$ cat config.mk
export PLATFORM = sky130hd
export DESIGN_NAME = intr_pick
export DESIGN_NICKNAME = d
export VERILOG_FILES = /design/src/rtl/intr_pick_pkg.sv /design/src/rtl/intr_pend_reg.sv /design/src/rtl/intr_elig.sv /design/src/rtl/intr_prio.sv /design/src/rtl/intr_pick.sv
export SDC_FILE = /design/constraint.sdc
export NUM_CORES = 1
export LEC_CHECK = 0
export BUFFER_PORTS_ARGS = -buffer_cell sky130_fd_sc_hd__buf_4
export CORE_UTILIZATION = 44
export CTS_CLUSTER_SIZE = 25
export DETAILED_ROUTE_END_ITERATION = 7
export PLACE_DENSITY = 0.85
export SKIP_CTS_REPAIR_TIMING = 1
export SYNTH_ARGS = -nofsm -noshare
export SYNTH_HDL_FRONTEND = slang
export SYNTH_SLANG_ARGS = --single-unit
export TNS_END_PERCENT = 1
$ cat constraint.sdc
create_clock -name clk -period 2.23 [get_ports clk]
set_input_delay 0.446 -clock clk [delete_from_list [all_inputs] [get_ports clk]]
set_output_delay 0.446 -clock clk [all_outputs]
set_load 0.01 [all_outputs]
$ cat src/rtl/intr_pick_pkg.sv
package intr_pick_pkg;

    typedef enum logic [1:0] {
        PRIV_USR  = 2'd0,
        PRIV_SUP  = 2'd1,
        PRIV_RSV  = 2'd2,
        PRIV_MACH = 2'd3
    } priv_t;

    localparam int CAUSE_W = 5;

endpackage

$ cat src/rtl/intr_pend_reg.sv
module intr_pend_reg #(
    parameter int NUM_IRQ = 32
) (
    input  logic               clk,
    input  logic               rst_n,
    input  logic               wr_en,
    input  logic [NUM_IRQ-1:0] wr_mask,
    input  logic [NUM_IRQ-1:0] wr_data,
    output logic [NUM_IRQ-1:0] pend_q,
    output logic               any_pend
);

    logic [NUM_IRQ-1:0] pend_d;

    always_comb begin
        pend_d = pend_q;
        if (wr_en) begin
            pend_d = (pend_q & ~wr_mask) | (wr_data & wr_mask);
        end
    end

    always_ff @(posedge clk or negedge rst_n) begin
        if (!rst_n) begin
            pend_q <= '0;
        end else begin
            pend_q <= pend_d;
        end
    end

    assign any_pend = |pend_q;


    pend_upd_chk: assert property (@(posedge clk) disable iff (!rst_n)
        wr_en |=> pend_q == $past((pend_q & ~wr_mask) | (wr_data & wr_mask)));


    pend_hold_chk: assert property (@(posedge clk) disable iff (!rst_n)
        !wr_en |=> $stable(pend_q));

endmodule

$ cat src/rtl/intr_elig.sv
module intr_elig
    import intr_pick_pkg::*;
#(
    parameter int NUM_IRQ = 32
) (
    input  logic [NUM_IRQ-1:0] pend,
    input  logic [NUM_IRQ-1:0] enable,
    input  logic [NUM_IRQ-1:0] deleg,
    input  priv_t              priv,
    input  logic               m_gie,
    input  logic               s_gie,
    output logic [NUM_IRQ-1:0] elig
);

    logic               mach_open;
    logic               sup_open;
    logic [NUM_IRQ-1:0] cand;

    always_comb begin
        cand      = pend & enable;
        mach_open = (priv != PRIV_MACH) || m_gie;
        sup_open  = (priv == PRIV_USR) || ((priv == PRIV_SUP) && s_gie);
        elig      = (cand & ~deleg & {NUM_IRQ{mach_open}})
                  | (cand &  deleg & {NUM_IRQ{sup_open}});
    end

    always_comb begin

        if (priv == PRIV_MACH) begin
            mach_no_deleg_chk: assert ((elig & deleg) == '0);
        end

        elig_subset_chk: assert ((elig & ~(pend & enable)) == '0);
    end

endmodule

$ cat src/rtl/intr_prio.sv
module intr_prio
    import intr_pick_pkg::*;
#(
    parameter int NUM_IRQ = 32
) (
    input  logic [NUM_IRQ-1:0] elig,
    output logic               found,
    output logic [CAUSE_W-1:0] cause
);

    always_comb begin
        found = 1'b0;
        cause = '0;
        for (int i = NUM_IRQ - 1; i >= 0; i--) begin
            if (elig[i]) begin
                found = 1'b1;
                cause = CAUSE_W'(i);
            end
        end
    end

    always_comb begin

        if (found) begin
            win_bit_chk: assert (elig[cause]);
        end

        for (int j = 0; j < NUM_IRQ; j++) begin
            if (found && (j < int'(cause))) begin
                lowest_win_chk: assert (!elig[j]);
            end
        end

        none_quiet_chk: assert ((elig != '0) || (!found && cause == '0));
    end

endmodule

$ cat src/rtl/intr_pick.sv
module intr_pick
    import intr_pick_pkg::*;
#(
    parameter int NUM_IRQ = 32,
    parameter bit REG_OUT = 1'b1
) (
    input  logic               clk,
    input  logic               rst_n,
    input  logic               pend_wr_en,
    input  logic [NUM_IRQ-1:0] pend_wr_mask,
    input  logic [NUM_IRQ-1:0] pend_wr_data,
    output logic [NUM_IRQ-1:0] pend_now,
    output logic               irq_line,
    input  logic [NUM_IRQ-1:0] enable_vec,
    input  logic [NUM_IRQ-1:0] deleg_vec,
    input  logic [1:0]         cur_priv,
    input  logic               m_gie,
    input  logic               s_gie,
    output logic               take_irq,
    output logic [4:0]         irq_cause
);

    logic [NUM_IRQ-1:0] elig;
    logic               found;
    logic [CAUSE_W-1:0] cause;

    intr_pend_reg #(.NUM_IRQ(NUM_IRQ)) u_pend (
        .clk      (clk),
        .rst_n    (rst_n),
        .wr_en    (pend_wr_en),
        .wr_mask  (pend_wr_mask),
        .wr_data  (pend_wr_data),
        .pend_q   (pend_now),
        .any_pend (irq_line)
    );

    intr_elig #(.NUM_IRQ(NUM_IRQ)) u_elig (
        .pend   (pend_now),
        .enable (enable_vec),
        .deleg  (deleg_vec),
        .priv   (priv_t'(cur_priv)),
        .m_gie  (m_gie),
        .s_gie  (s_gie),
        .elig   (elig)
    );

    intr_prio #(.NUM_IRQ(NUM_IRQ)) u_prio (
        .elig  (elig),
        .found (found),
        .cause (cause)
    );

    generate
        if (REG_OUT) begin : g_reg
            always_ff @(posedge clk or negedge rst_n) begin
                if (!rst_n) begin
                    take_irq  <= 1'b0;
                    irq_cause <= '0;
                end else begin
                    take_irq  <= found;
                    irq_cause <= cause;
                end
            end


            take_has_line_chk: assert property (@(posedge clk) disable iff (!rst_n)
                take_irq |-> $past(irq_line));
        end else begin : g_comb
            assign take_irq  = found;
            assign irq_cause = cause;


            take_has_line_chk: assert property (@(posedge clk) disable iff (!rst_n)
                take_irq |-> irq_line);
        end
    endgenerate

endmodule

==> results.json <==
{
  "crit_family": "simple AND/OR/NAND/NOR gates",
  "synth_simple_gate_area_share": 0.247,
  "p_sw_uw": 855,
  "finalNetCount": 669,
  "final_util": 0.732,
  "synthToLayoutAreaGrowth_pct": 57.5,
  "yosysTopAreaCell": "dfrtp_1",
  "ys_seq_area_frac": 0.337,
  "gp_congestion": 0.932,
  "syn_avg_cell_area_um2": 8.24,
  "holdWs_ps": 116,
  "dieArea_um2": 6730,
  "worstPathRequired_ps": 1780,
  "layout-drive-gt1-share": 0.461,
  "synth_top_cells_by_count": "76 x nand2_1, 38 x dfrtp_1, 32 x mux2_2, 25 x a21oi_1, 20 x nand3_1",
  "grt-ovfl-total": 0,
  "multi_input_area_um2": 1830,
  "synth.top_cell.area_share": 0.337,
  "via_per_inst": 5.76,
  "path_max_fanout": 4,
  "synth_edf_count": 0,
  "drtIter0Drc": 260,
  "synth_xor_area_frac": 0,
  "die_y_um": 82.0,
  "path_class": "flip-flop to output port",
  "cts.clk_slew.worst_paths_ps": 80,
  "die_w_um": 82.0,
  "report.final.hold_viol_count": 0,
  "routedWlPerCell_um": 16.8,
  "core-area_um2": 6060,
  "cpMaxStageDelayCell": "dfrtp_1",
  "cts_tree": "yes",
  "ys.flop_type": "dfrtp_1",
  "met2_length_um": 5070,
  "placed_cell_area_um2": 4300,
  "grt_use_total": 0.303,
  "endpoint_kind": "output port",
  "tns_ps": 0,
  "nFillCells": 505,
  "dr_wl_met3_um": 760,
  "max_stage_delay_ps": 420,
  "max_cap_violations": 0,
  "setup_viol": 0,
  "synthMuxAreaShare": 0.128,
  "synth_fp_nets": 477,
  "worstHoldPathType": "input port to asynchronous set/reset pin",
  "dr.pass1.iters": 5,
  "p_comb_frac": 0.427,
  "yosysMostFrequentCell": "nand2_1",
  "post-dp-hpwl_um": 8160,
  "grt_first_pass_wirelength_um": 15500,
  "htree_num_levels": 2,
  "worst_pin_slew_ps": 514,
  "synth_top_family_by_area": "compound AO/OA/AOI/OAI gates",
  "fin_crit_ps": 2180,
  "rsz0062_at_grt": "no",
  "grt_max_degree": 39,
  "outcome": "finished, final reports clean",
  "numCtsBuffers": 5,
  "ff_latch_area_um2": 953,
  "num_rows": 28,
  "design_area_um2": 4440,
  "syn_inst": 342,
  "port_buffers": 173,
  "relSlewSlack": 0.658,
  "fmax_ghz": 0.460,
  "critPathBufInv": 1,
  "seqPwrFrac": 0.382,
  "finalWirelength_um": 10200,
  "yosys_warnings": 0,
  "cts_sinks": 38,
  "diodes": 0,
  "slew_viol_final": 0,
  "synthAdderAreaFrac": 0,
  "p_int_uw": 1600,
  "ys_types": 49,
  "synth-compound-area-share": 0.262,
  "sw_frac_of_total": 0.349,
  "synth-seq-cells": 38,
  "drc_errors": 0,
  "power.density_nw_per_um2": 552,
  "worstSkewPairLatency_ps": 290,
  "p_leak_uw": 0.00213,
  "met1_length_um": 4220,
  "ios": 174,
  "synthesis.area_um2": 2820,
  "reg2regPathDepth": 7,
  "clock_power_share": 0.190,
  "grt_pass1_vias": 3364,
  "clock_path_buffers": 2,
  "async_reset_ff_frac": 1.00,
  "path_cells": "nor4_1, nand4_1, or2_2, buf_4",
  "startpoint_type": "flip-flop",
  "highest_layer": "met4",
  "ir_worst_vdd_mv": 0.364,
  "synth.area.top_cells": "dfrtp_1 34%, mux2_2 13%, nand2_1 10%, a21oi_1 4.4%, nand3_1 3.6%",
  "finalClockSkew_ps": 6.46,
  "cp.arrival_ps": 1730,
  "root_buffer": "clkbuf_8",
  "antenna_found_initial": 0,
  "cp.depth": 4,
  "antenna_left": 0,
  "initial_utilization": 0.465,
  "vias": 3510,
  "finalCritPeriodShare": 0.975
}
-- stage by stage --
step	power [uW]	cells	setup slack [ps]
detailed placement	1950	598	0.801
CTS	2420	605	-35.2
global placement	1930	598	54.8
global route	2600	609	5.57
floorplan	1400	342	186
finish	2450	609	54.7
-- power groups by stage --
stage / sequential, uW / combinational (uW) / clock, uW
after floorplan: 957 / 444 / 0
after global placement: 934 / 999 / 0
after detailed placement: 938 / 1010 / 0
after CTS: 925 / 1020 / 479
after global routing: 953 / 1140 / 503
final: 937 / 1050 / 467
-- kinds of logic (layout without fill, tap and decap cells) --
group / Yosys count / in the layout
muxes: 32 / 32
AOI/OAI and AO/OA: 109 / 109
and+or+nand+nor: 149 / 149
buffers and inverters: 14 / 206
DFF: 38 / 38
-- final timing paths --
check | startpoint | to | slack, ps
worst max register to register | flip-flop | irq_cause[1] | 260
worst min-delay path | rst_n | asynchronous set/reset pin | 120
worst min register to register | flip-flop | flip-flop | 590
min in group clk | pend_wr_data[30] | flip-flop | 380
worst max-delay path | flip-flop | irq_line | 50
max in group asynchronous | rst_n | asynchronous set/reset pin | 1720
-- cells in the final DEF (no fill, tap or decap), drive strengths merged, types with 10 or more instances in the layout --
| cell | netlist | layout |
|---|---|---|
| o21ai | 15 | 15 |
| a21oi | 25 | 25 |
| nand3 | 20 | 20 |
| nand2 | 76 | 76 |
| dfrtp | 38 | 38 |
| nor2 | 14 | 14 |
| buf | 6 | 197 |
| and3 | 10 | 10 |
| mux2 | 32 | 32 |
| o22ai | 13 | 13 |
-- layout make-up --
type | instances | share of cell area
repair buffers | 197 | 0.333
multi-input cells | 290 | 0.412
clock buffers | 7 | 0.0172
flip-flops and latches | 38 | 0.215
well taps | 75 | 0.0211
inverters | 2 | 0.00169
-- layer usage --
layer | vias up | global-route usage
met4 | 0 | 0.0965
met3 | 19 | 0.0444
met5 | - | 0
met2 | 174 | 0.526
li1 | 1678 | -
met1 | 1639 | 0.384
No activity file was read; power rests on OpenSTA's default activity.
